File: config.mk
export PLATFORM = sky130hd
export DESIGN_NAME = pwm_shadow_ctrl
export DESIGN_NICKNAME = d
export VERILOG_FILES = /design/src/rtl/pwmc_pkg.sv /design/src/rtl/pwmc_divider.sv /design/src/rtl/pwmc_channel.sv /design/src/rtl/pwm_shadow_ctrl.sv
export SDC_FILE = /design/constraint.sdc
export NUM_CORES = 1
export LEC_CHECK = 0
export BUFFER_PORTS_ARGS = -buffer_cell sky130_fd_sc_hd__buf_2
export CORE_ASPECT_RATIO = 1.2
export CORE_MARGIN = 2
export CORE_UTILIZATION = 60
export DETAILED_ROUTE_END_ITERATION = 10
export PLACE_DENSITY_LB_ADDON = 0.2
export SLEW_MARGIN = 20
export SYNTH_ARGS = -nofsm -noshare
export SYNTH_HDL_FRONTEND = slang
export SYNTH_SLANG_ARGS = --single-unit
File: constraint.sdc
create_clock -name clk -period 3.5 [get_ports clk]
set_input_delay 0.175 -clock clk [delete_from_list [all_inputs] [get_ports clk]]
set_output_delay 0.175 -clock clk [all_outputs]
set_load 0.02 [all_outputs]
File: src/rtl/pwmc_pkg.sv
package pwmc_pkg;
  // Offsets inside one channel window (software visible)
  localparam logic [4:0] OFS_DIV    = 5'h00;
  localparam logic [4:0] OFS_PERIOD = 5'h04;
  localparam logic [4:0] OFS_HIGH   = 5'h08;
  localparam logic [4:0] OFS_RUN    = 5'h18;

  typedef enum logic [2:0] {
    SEL_NONE,
    SEL_DIV,
    SEL_PERIOD,
    SEL_HIGH,
    SEL_RUN
  } reg_sel_e;

  function automatic reg_sel_e decode_ofs(input logic [4:0] ofs);
    case (ofs)
      OFS_DIV:    return SEL_DIV;
      OFS_PERIOD: return SEL_PERIOD;
      OFS_HIGH:   return SEL_HIGH;
      OFS_RUN:    return SEL_RUN;
      default:    return SEL_NONE;
    endcase
  endfunction
endpackage

File: src/rtl/pwmc_divider.sv
module pwmc_divider #(
  parameter int PRE_W = 8
) (
  input  logic             clk,
  input  logic             rst_n,
  input  logic             run,
  input  logic [PRE_W-1:0] limit,
  output logic             tick
);
  logic [PRE_W-1:0] cnt_q;

  assign tick = run && (cnt_q == limit);

  always_ff @(posedge clk or negedge rst_n) begin
    if (!rst_n)      cnt_q <= '0;
    else if (!run)   cnt_q <= '0;
    else if (tick)   cnt_q <= '0;
    else             cnt_q <= cnt_q + 1'b1;
  end

  // the divider never runs past its limit while the channel runs
  a_r4_div_bound: assert property (@(posedge clk) disable iff (!rst_n)
    run |-> (cnt_q <= limit));
endmodule

File: src/rtl/pwmc_channel.sv
module pwmc_channel #(
  parameter int PRE_W  = 8,
  parameter int MOD_W  = 8,
  parameter int DUTY_W = 16
) (
  input  logic              clk,
  input  logic              rst_n,
  input  logic              wr_div,
  input  logic              wr_period,
  input  logic              wr_high,
  input  logic              wr_run,
  input  logic [DUTY_W-1:0] wdata,
  output logic [PRE_W-1:0]  div_q,
  output logic [MOD_W-1:0]  period_q,
  output logic [DUTY_W-1:0] high_q,
  output logic              run_q,
  output logic              pwm_o
);
  logic [PRE_W-1:0]  div_act;
  logic [MOD_W-1:0]  period_act;
  logic [DUTY_W-1:0] high_act;
  logic              armed_q;
  logic [MOD_W-1:0]  step_q;
  logic              tick;
  logic              stop_now;
  logic              start_now;
  logic              last_step;
  logic              period_end;

  assign stop_now   = wr_run && !wdata[0];
  assign start_now  = wr_run && wdata[0] && !run_q;
  assign last_step  = ({1'b0, step_q} + 1'b1) >= {1'b0, period_act};
  assign period_end = tick && last_step;

  pwmc_divider #(.PRE_W(PRE_W)) u_div (
    .clk   (clk),
    .rst_n (rst_n),
    .run   (run_q && !stop_now),
    .limit (div_act),
    .tick  (tick)
  );

  // Software-visible holding registers
  always_ff @(posedge clk or negedge rst_n) begin
    if (!rst_n) begin
      div_q    <= '0;
      period_q <= '0;
      high_q   <= '0;
      run_q    <= 1'b0;
    end else begin
      if (wr_div)    div_q    <= wdata[PRE_W-1:0];
      if (wr_period) period_q <= wdata[MOD_W-1:0];
      if (wr_high)   high_q   <= wdata;
      if (wr_run)    run_q    <= wdata[0];
    end
  end

  // Working set and commit flag
  always_ff @(posedge clk or negedge rst_n) begin
    if (!rst_n) begin
      div_act    <= '0;
      period_act <= '0;
      high_act   <= '0;
      armed_q    <= 1'b0;
    end else begin
      if (start_now || (period_end && armed_q)) begin
        div_act    <= div_q;
        period_act <= period_q;
        high_act   <= high_q;
      end
      if (wr_high)                          armed_q <= 1'b1;
      else if (start_now)                   armed_q <= 1'b0;
      else if (period_end && armed_q)       armed_q <= 1'b0;
    end
  end

  // Step counter within the period
  always_ff @(posedge clk or negedge rst_n) begin
    if (!rst_n)                 step_q <= '0;
    else if (!run_q || stop_now) step_q <= '0;
    else if (tick)              step_q <= last_step ? '0 : step_q + 1'b1;
  end

  assign pwm_o = run_q && ({{(DUTY_W-MOD_W){1'b0}}, step_q} < high_act);

  // disabling forces the output low on the following cycle
  a_r9_stop_at_once: assert property (@(posedge clk) disable iff (!rst_n)
    stop_now |=> !pwm_o);
  // enabling an idle channel with nonzero high time starts high
  a_r8_start_high: assert property (@(posedge clk) disable iff (!rst_n)
    (start_now && high_q != '0) |=> pwm_o);
  // the working set only moves at a boundary or a fresh start
  a_r7_no_midperiod_change: assert property (@(posedge clk) disable iff (!rst_n)
    (run_q && !period_end && !wr_run) |=> ($stable(high_act) && $stable(period_act) && $stable(div_act)));
  // the step counter stays inside the period
  a_r4_step_bound: assert property (@(posedge clk) disable iff (!rst_n)
    (run_q && period_act != '0) |-> (step_q < period_act));
  // an idle channel keeps its output low
  a_r9_idle_low: assert property (@(posedge clk) disable iff (!rst_n)
    (!run_q) |-> (!pwm_o && step_q == '0));
endmodule

File: src/rtl/pwm_shadow_ctrl.sv
module pwm_shadow_ctrl #(
  parameter int NCH       = 4,
  parameter int ADDR_W    = 8,
  parameter int DATA_W    = 32,
  parameter int PRE_W     = 8,
  parameter int MOD_W     = 8,
  parameter int DUTY_W    = 16,
  parameter int WIN_SHIFT = 5
) (
  input  logic              clk,
  input  logic              rst_n,
  input  logic [ADDR_W-1:0] bus_addr,
  input  logic [DATA_W-1:0] bus_wdata,
  input  logic              bus_we,
  output logic [DATA_W-1:0] bus_rdata,
  output logic [NCH-1:0]    pwm_o
);
  import pwmc_pkg::*;

  localparam int CH_W = (NCH > 1) ? $clog2(NCH) : 1;

  logic [CH_W-1:0]   ch_idx;
  logic [ADDR_W-1:0] addr_hi;
  logic              ch_ok;
  reg_sel_e          sel;
  logic              unused_wdata_hi;

  assign ch_idx          = bus_addr[WIN_SHIFT +: CH_W];
  assign addr_hi         = bus_addr >> (WIN_SHIFT + CH_W);
  assign ch_ok           = (addr_hi == '0) && (int'(ch_idx) < NCH);
  assign sel             = decode_ofs(bus_addr[WIN_SHIFT-1:0]);
  assign unused_wdata_hi = ^bus_wdata[DATA_W-1:DUTY_W];

  logic [PRE_W-1:0]  rd_div    [NCH];
  logic [MOD_W-1:0]  rd_period [NCH];
  logic [DUTY_W-1:0] rd_high   [NCH];
  logic              rd_run    [NCH];

  for (genvar g = 0; g < NCH; g++) begin : g_ch
    logic hit;
    assign hit = bus_we && ch_ok && (ch_idx == CH_W'(g));

    pwmc_channel #(.PRE_W(PRE_W), .MOD_W(MOD_W), .DUTY_W(DUTY_W)) u_ch (
      .clk       (clk),
      .rst_n     (rst_n),
      .wr_div    (hit && sel == SEL_DIV),
      .wr_period (hit && sel == SEL_PERIOD),
      .wr_high   (hit && sel == SEL_HIGH),
      .wr_run    (hit && sel == SEL_RUN),
      .wdata     (bus_wdata[DUTY_W-1:0]),
      .div_q     (rd_div[g]),
      .period_q  (rd_period[g]),
      .high_q    (rd_high[g]),
      .run_q     (rd_run[g]),
      .pwm_o     (pwm_o[g])
    );
  end

  always_comb begin
    bus_rdata = '0;
    if (ch_ok) begin
      case (sel)
        SEL_DIV:    bus_rdata = DATA_W'(rd_div[ch_idx]);
        SEL_PERIOD: bus_rdata = DATA_W'(rd_period[ch_idx]);
        SEL_HIGH:   bus_rdata = DATA_W'(rd_high[ch_idx]);
        SEL_RUN:    bus_rdata = DATA_W'(rd_run[ch_idx]);
        default:    bus_rdata = '0;
      endcase
    end
  end

  // addresses outside every window always read zero
  a_r3_outside_zero: assert property (@(posedge clk) disable iff (!rst_n)
    (!ch_ok) |-> (bus_rdata == '0));
endmodule

==> results of run 1 <==
Yosys cell counts, drive strengths merged (3+ instances only):
| master | number |
|---|---|
| a211oi | 8 |
| a21boi | 4 |
| a21o | 18 |
| a21oi | 12 |
| a221oi | 5 |
| a22o | 18 |
| a22oi | 7 |
| and2 | 4 |
| and3 | 23 |
| buf | 69 |
| clkbuf | 52 |
| dfrtp | 328 |
| ha | 68 |
| inv | 68 |
| mux2 | 132 |
| mux2i | 4 |
| mux4 | 33 |
| nand2 | 153 |
| nand2b | 17 |
| nand3 | 35 |
| nand4 | 5 |
| nor2 | 55 |
| nor2b | 12 |
| nor3 | 3 |
| nor4 | 11 |
| o2111ai | 4 |
| o21a | 6 |
| o21ai | 143 |
| o22ai | 123 |
| o2bb2ai | 8 |
| o32ai | 9 |
| or2 | 5 |
| or4 | 13 |
| or4b | 3 |
| xnor2 | 29 |
| xor2 | 49 |
per-layer routing:
layer	part of all wire	wire length, um	up-vias	track usage
met5	0	0	-	0
met1	0.42	18000	6250	0.412
met3	0.055	2380	100	0.0412
li1	-	-	5639	-
met4	0.050	2150	0	0.139
met2	0.48	20700	415	0.476
worst paths after layout:
kind                                          from                    endpoint  slack, ps  cells past startpoint
min in group asynchronous                    rst_n     g_ch[1].u_ch.div_act[7]        270                      2
max reg2reg                 g_ch[0].u_ch.step_q[1]    g_ch[0].u_ch.high_act[1]        300                     12
max in group asynchronous                    rst_n  g_ch[3].u_ch.period_act[1]       2230                      3
min                                   bus_wdata[6]      g_ch[2].u_ch.high_q[6]        180                      2
min reg2reg                g_ch[2].u_ch.high_q[15]     g_ch[2].u_ch.high_q[15]        520                      1
max                         g_ch[0].u_ch.step_q[1]    g_ch[0].u_ch.high_act[1]        300                     12
through the flow:
step / cells / setup WS, ps
floorplan: 1573 / 621
global route: 1975 / 18.5
detailed placement: 1906 / 318
finish: 1976 / 301
CTS: 1975 / 292
global placement: 1906 / 364
cell families (layout without fill, tap and decap cells):
family | count (synthesis) | count (layout) | synth area share
AO/OA/AOI/OAI | 377 | 377 | 0.143
XOR/XNOR | 78 | 78 | 0.0400
adder cells (fa/ha/maj) | 68 | 68 | 0.0498
buffers and inverters | 189 | 212 | 0.0532
flip-flops | 328 | 328 | 0.481
multiplexers | 169 | 169 | 0.133
other | 1 | 17 | 0.000220
AND/OR/NAND/NOR | 348 | 348 | 0.100
critical path, cell delays in order, from the launching register on:
cell and delay [ps]:
dfrtp_1 430, ha_1 240, nand2_1 60, or2_2 300, xor2_1 180, inv_1 60
ha_1 290, and3_1 190, a221oi_1 310, o21ai_2 200, o21a_1 340, buf_12 220
o32ai_1 270
area by class of cell:
| cell class | count | share of cell area |
|---|---|---|
| diodes | 1 | 0.000133 |
| clock buffers | 40 | 0.0497 |
| clock inverters | 20 | 0.0146 |
| inverters | 68 | 0.0136 |
| multi-input cells | 1056 | 0.428 |
| flip-flops and latches | 328 | 0.436 |
| well taps | 379 | 0.0252 |
| repair buffers | 84 | 0.0324 |
timing repair:
action,4_1_cts,5_1_grt
hold buffers,9,0
hold endpoints to repair,119,0
endpoints found under the setup margin,0,0
state kept, by name, indices dropped and copies added (netlist names):
| name | cells |
|---|---|
| g_ch.u_ch.armed_q | 4 |
| g_ch.u_ch.period_act | 32 |
| g_ch.u_ch.step_q | 32 |
| g_ch.u_ch.u_div.cnt_q | 32 |
| g_ch.u_ch.high_act | 64 |
| g_ch.u_ch.run_q | 4 |
| g_ch.u_ch.high_q | 64 |
| g_ch.u_ch.div_act | 32 |
| g_ch.u_ch.div_q | 32 |
| g_ch.u_ch.period_q | 32 |
power by group through the flow:
stage | Sequential (mW) | Combinational (mW) | Clock, mW
5_1_grt | 3.99 | 0.532 | 4.09
4_1_cts | 3.99 | 0.483 | 3.94
6_report | 3.99 | 0.483 | 3.90
3_3_place_gp | 4.06 | 0.463 | 0
3_5_place_dp | 4.06 | 0.473 | 0
2_1_floorplan | 4.00 | 0.315 | 0
==> impl_metrics.py, run 1 <==
metrics = {
    "status": {
        "status": "complete, no violations",
    },
    "min_path": {
        "hold_path.class": "input port to flop",
    },
    "die": {
        "ios": 79,
        "dieWidth_um": 158,
        "start_util": 0.610,
        "core-area_mm2": 0.0280,
        "die_h_um": 189,
        "rows": 67,
        "fp.dieArea_mm2": 0.0298,
    },
    "finish": {
        "design_area_mm2": 0.0188,
        "multi_input_area_mm2": 0.00806,
        "drive_gt1_frac": 0.206,
        "fin_util": 0.672,
        "nNetsFinal": 1683,
        "final_common_cell": "dfrtp_1",
        "layout_common_cells": "dfrtp_1, nand2_1, mux2_2",
        "seq_area_mm2": 0.00821,
        "nFillCells": 2171,
        "synthToLayoutAreaGrowth_pct": 10.2,
    },
    "power_and_ir_drop": {
        "p_per_area_mw_per_mm2": 445,
        "swShare": 0.232,
        "vdd_ir_drop_max_uv": 415,
        "clock_power_share": 0.466,
        "power_frac_seq": 0.477,
        "share_comb_of_total_power": 0.058,
        "power.internal_mw": 6.44,
        "p_sw_mw": 1.94,
        "leakagePower_nw": 8.62,
        "p_total_mw": 8.38,
    },
    "yosys": {
        "async_flop_share": 1.00,
        "ys_top_cells_by_area": "dfrtp_1, mux2_2, ha_1",
        "yosys.area.top_type": "dfrtp_1",
        "synthDistinctLibCells": 68,
        "synthFlopType": "dfrtp_1",
        "ys_ff_latch": 328,
        "synth-edff-count": 0,
        "syn_inst": 1558,
        "yosys_warnings": 0,
        "yosysTopAreaCellShare": 0.481,
        "syn_area_mm2": 0.0171,
        "avgSynthCellArea_um2": 11.0,
        "synth-seq-area-share": 0.481,
    },
    "sta": {
        "clock_skew_ps": 13.4,
        "finalMaxSlewViolations": 0,
        "setup_viol": 0,
        "holdWs_ps": 183,
        "post-route-min-period_ps": 3200,
        "fmax_mhz": 313,
        "tightest_slew_ps": 902,
        "hold_viol_final": 0,
        "fin_tns_setup_ps": 0,
        "rsz0062_at_grt": "false",
        "slew-limit-headroom": 0.398,
        "finalCritPeriodShare": 0.914,
    },
    "route": {
        "ant_nets": 0,
        "first_iter_violations": 1020,
        "post_drt_via_cell_ratio": 6.28,
        "dr_total_vias": 12404,
        "first_pass_iters": 5,
        "routed_wl_um": 43200,
        "drc": 0,
        "post_drt_wl_per_cell_um": 21.9,
    },
    "grt": {
        "grt_first_pass_wirelength_um": 69000,
        "antenna_found_initial": 1,
        "grt_start_max_net_pins": 93,
        "grt_pass1_vias": 12438,
        "track_usage": 0.300,
        "overflow": 0,
    },
    "place": {
        "place_congestion": 0.897,
        "io_buffer_count": 46,
        "post_dp_cell_area_mm2": 0.0175,
        "dp_hpwl_um": 30400,
    },
    "cts": {
        "cts_buffer_depth": 3,
        "cts_setup_buffers": 0,
        "cts.sinks": 328,
        "htree_levels": 2,
        "cts.clk_slew.worst_paths_ps": 70,
        "cts_resized": 0,
        "cts_tree": "built",
        "cts_root_buf": "clkbuf_16",
        "clk_latency_ps": 520,
        "cts_buffers": 34,
    },
    "setup_path": {
        "startpoint_type": "flop",
        "cp.arrival_ps": 3620,
        "required_ps": 3920,
        "critical_path.max_fanout": 25,
        "endpoint_kind": "flop",
        "critical_path_class": "flop to flop",
    },
    "job": {
        "maxCapViolCount": 0,
    },
}
Power figures use the tool's default switching activity.
==> run 2: changes to the inputs <==
--- a/config.mk
+++ b/config.mk
@@ -8,7 +8,7 @@
 export BUFFER_PORTS_ARGS = -buffer_cell sky130_fd_sc_hd__buf_2
 export CORE_ASPECT_RATIO = 1.2
 export CORE_MARGIN = 2
-export CORE_UTILIZATION = 60
+export CORE_UTILIZATION = 40
 export DETAILED_ROUTE_END_ITERATION = 10
 export PLACE_DENSITY_LB_ADDON = 0.2
 export SLEW_MARGIN = 20
==> run 2 against run 1 <==
Effect of this change:
- clock skew increased by 12 ps
- register-to-register slack about the same
- cell count increased by 9.0%
- die area increased by 49%
- combinational power increased by 2%
- power increased by 3.1%
- sequential share of layout area decreased by 0.77 points
- sequential cell count unchanged
==> impl_metrics.py, run 2 (same netlist as run 1, synthesis figures left out) <==
metrics = {
    "status": {
        "status": "complete, no violations",
    },
    "sta": {
        "finalCritPeriodShare": 0.916,
        "slew-limit-headroom": 0.355,
        "fin_ws_ps": 294,
        "fin_tns_setup_ps": 0,
        "setup_viol": 0,
        "tightest_slew_ps": 968,
        "holdWs_ps": 155,
        "finalMaxSlewViolations": 0,
        "clock_skew_ps": 25.8,
        "post-route-min-period_ps": 3210,
        "fmax_mhz": 312,
        "hold_viol_final": 0,
        "rsz0062_at_grt": "false",
    },
    "route": {
        "wl_met2_um": 22200,
        "ant_nets": 0,
        "dr_total_vias": 12123,
        "post_drt_wl_per_cell_um": 21.4,
        "drt-met1-wl_um": 20500,
        "routed_wl_um": 46000,
        "first_iter_violations": 782,
        "first_pass_iters": 5,
        "top_layer": "met4",
        "post_drt_via_cell_ratio": 5.63,
        "wl_met3_um": 2120,
        "drc": 0,
    },
    "power_and_ir_drop": {
        "leakagePower_nw": 8.72,
        "p_total_mw": 8.64,
        "p_per_area_mw_per_mm2": 451,
        "vdd_ir_drop_max_uv": 338,
    },
    "setup_path": {
        "cp.arrival_ps": 3630,
        "critical_path_class": "flop to flop",
        "endpoint_kind": "flop",
        "required_ps": 3930,
        "timing.rr.end": "g_ch[1].u_ch.step_q[0]",
        "rrSetupSlack_ps": 290,
        "critical_path.max_fanout": 6,
        "rr_worst_depth": 11,
        "startpoint_type": "flop",
        "timing.rr.start": "g_ch[1].u_ch.step_q[0]",
    },
    "die": {
        "core-area_mm2": 0.0420,
        "fp.dieArea_mm2": 0.0444,
        "dieWidth_um": 193,
        "die_h_um": 230,
        "start_util": 0.407,
        "rows": 82,
        "ios": 79,
    },
    "cts": {
        "htree_levels": 2,
        "cts_root_buf": "clkbuf_16",
        "clk_latency_ps": 530,
        "cts_buffer_depth": 3,
        "cts_tree": "built",
        "cts.clk_slew.worst_paths_ps": 60,
        "cts.sinks": 328,
        "cts_buffers": 37,
    },
    "finish": {
        "design_area_mm2": 0.0192,
        "multi_input_area_mm2": 0.00806,
        "top_regs": "g_ch.u_ch.high_act x64, g_ch.u_ch.high_q x64",
        "synthToLayoutAreaGrowth_pct": 12.2,
        "nFillCells": 3889,
        "final_common_cell": "dfrtp_1",
        "seq_area_mm2": 0.00821,
        "drive_gt1_frac": 0.208,
        "nNetsFinal": 1691,
        "layout_common_cells": "dfrtp_1, nand2_1, mux2_2",
    },
    "place": {
        "post_dp_cell_area_mm2": 0.0177,
        "io_buffer_count": 46,
        "dp_hpwl_um": 32800,
        "dp_slack_ps": 361,
        "place_congestion": 0.838,
    },
    "min_path": {
        "hold-path-cell-count": 2,
        "hp-start": "bus_wdata[1]",
        "hold_path.class": "input port to flop",
        "whs_endpoint": "g_ch[1].u_ch.high_q[1]",
    },
    "grt": {
        "grt_first_pass_wirelength_um": 72800,
        "antenna_found_initial": 1,
        "grt_pass1_vias": 12237,
        "track_usage": 0.213,
        "grt_start_max_net_pins": 115,
        "overflow": 0,
    },
    "job": {
        "maxCapViolCount": 0,
    },
}
[run 2: cell count changes in the layout (fill, tap and decap cells not counted), sizes merged]
| cell | change |
|---|---|
| clkinvlp | -5 |
| clkbuf | +12 |
| bufinv | -1 |
| buf | +5 |
| inv | -1 |
| clkinv | +1 |
[run 2: stage by stage]
stage | instances | util
3_5_place_dp | 2078 | 0.423
3_3_place_gp | 2078 | 0.423
2_1_floorplan | 1573 | -
4_1_cts | 2153 | 0.456
5_1_grt | 2153 | 0.456
6_report | 2154 | 0.456
[run 2: critical path: stages, from the launching register on]
cell and delay, ps:
dfrtp_1 480, ha_1 240, nand3_1 150, nor2_1 170, xor2_1 220, ha_1 280
and3_1 180, a221oi_1 370, buf_4 200, nand2_1 100, or4b_2 610, mux2i_1 130
[run 2: power by group]
group          total [mW]  switching [mW]  leakage, nW  internal, mW
Sequential           4.00           0.111         4.51          3.88
Combinational       0.491           0.299         3.56         0.192
Clock                4.15            1.58        0.654          2.57
[run 2: per-layer routing]
| metal | GRT usage | vias to the layer above |
|---|---|---|
| met5 | 0 | - |
| met4 | 0.0639 | 0 |
| met3 | 0.0327 | 62 |
| met2 | 0.348 | 282 |
| met1 | 0.292 | 6110 |
| li1 | - | 5669 |
[run 2: worst max-delay path by stage]
| stage | start | to |
|---|---|---|
| final | g_ch[1].u_ch.step_q[0] | g_ch[1].u_ch.step_q[0] |
| after global routing | g_ch[1].u_ch.step_q[4] | g_ch[1].u_ch.step_q[0] |
| after CTS | g_ch[1].u_ch.step_q[0] | g_ch[1].u_ch.step_q[0] |
| after detailed placement | g_ch[1].u_ch.step_q[0] | g_ch[1].u_ch.step_q[0] |
| after global placement | g_ch[1].u_ch.step_q[0] | g_ch[1].u_ch.step_q[0] |
| after floorplan | g_ch[0].u_ch.step_q[0] | g_ch[0].u_ch.step_q[1] |
[run 2: timing repair]
item	4_1_cts	5_1_grt
hold buffers	9	0
endpoints found under the hold margin	138	0
buffers inserted	0	0
gates resized for setup	0	0
setup endpoints to repair	0	0
[run 2: cell type report]
type                            instances  area share
Clock inverter                         14      0.0110
Tap cell                              546      0.0357
Antenna cell                            1    0.000131
Sequential cell                       328       0.428
Inverter                               68      0.0133
Timing Repair Buffer                   89      0.0332
Clock buffer                           52      0.0576
Multi-Input combinational cell       1056       0.421
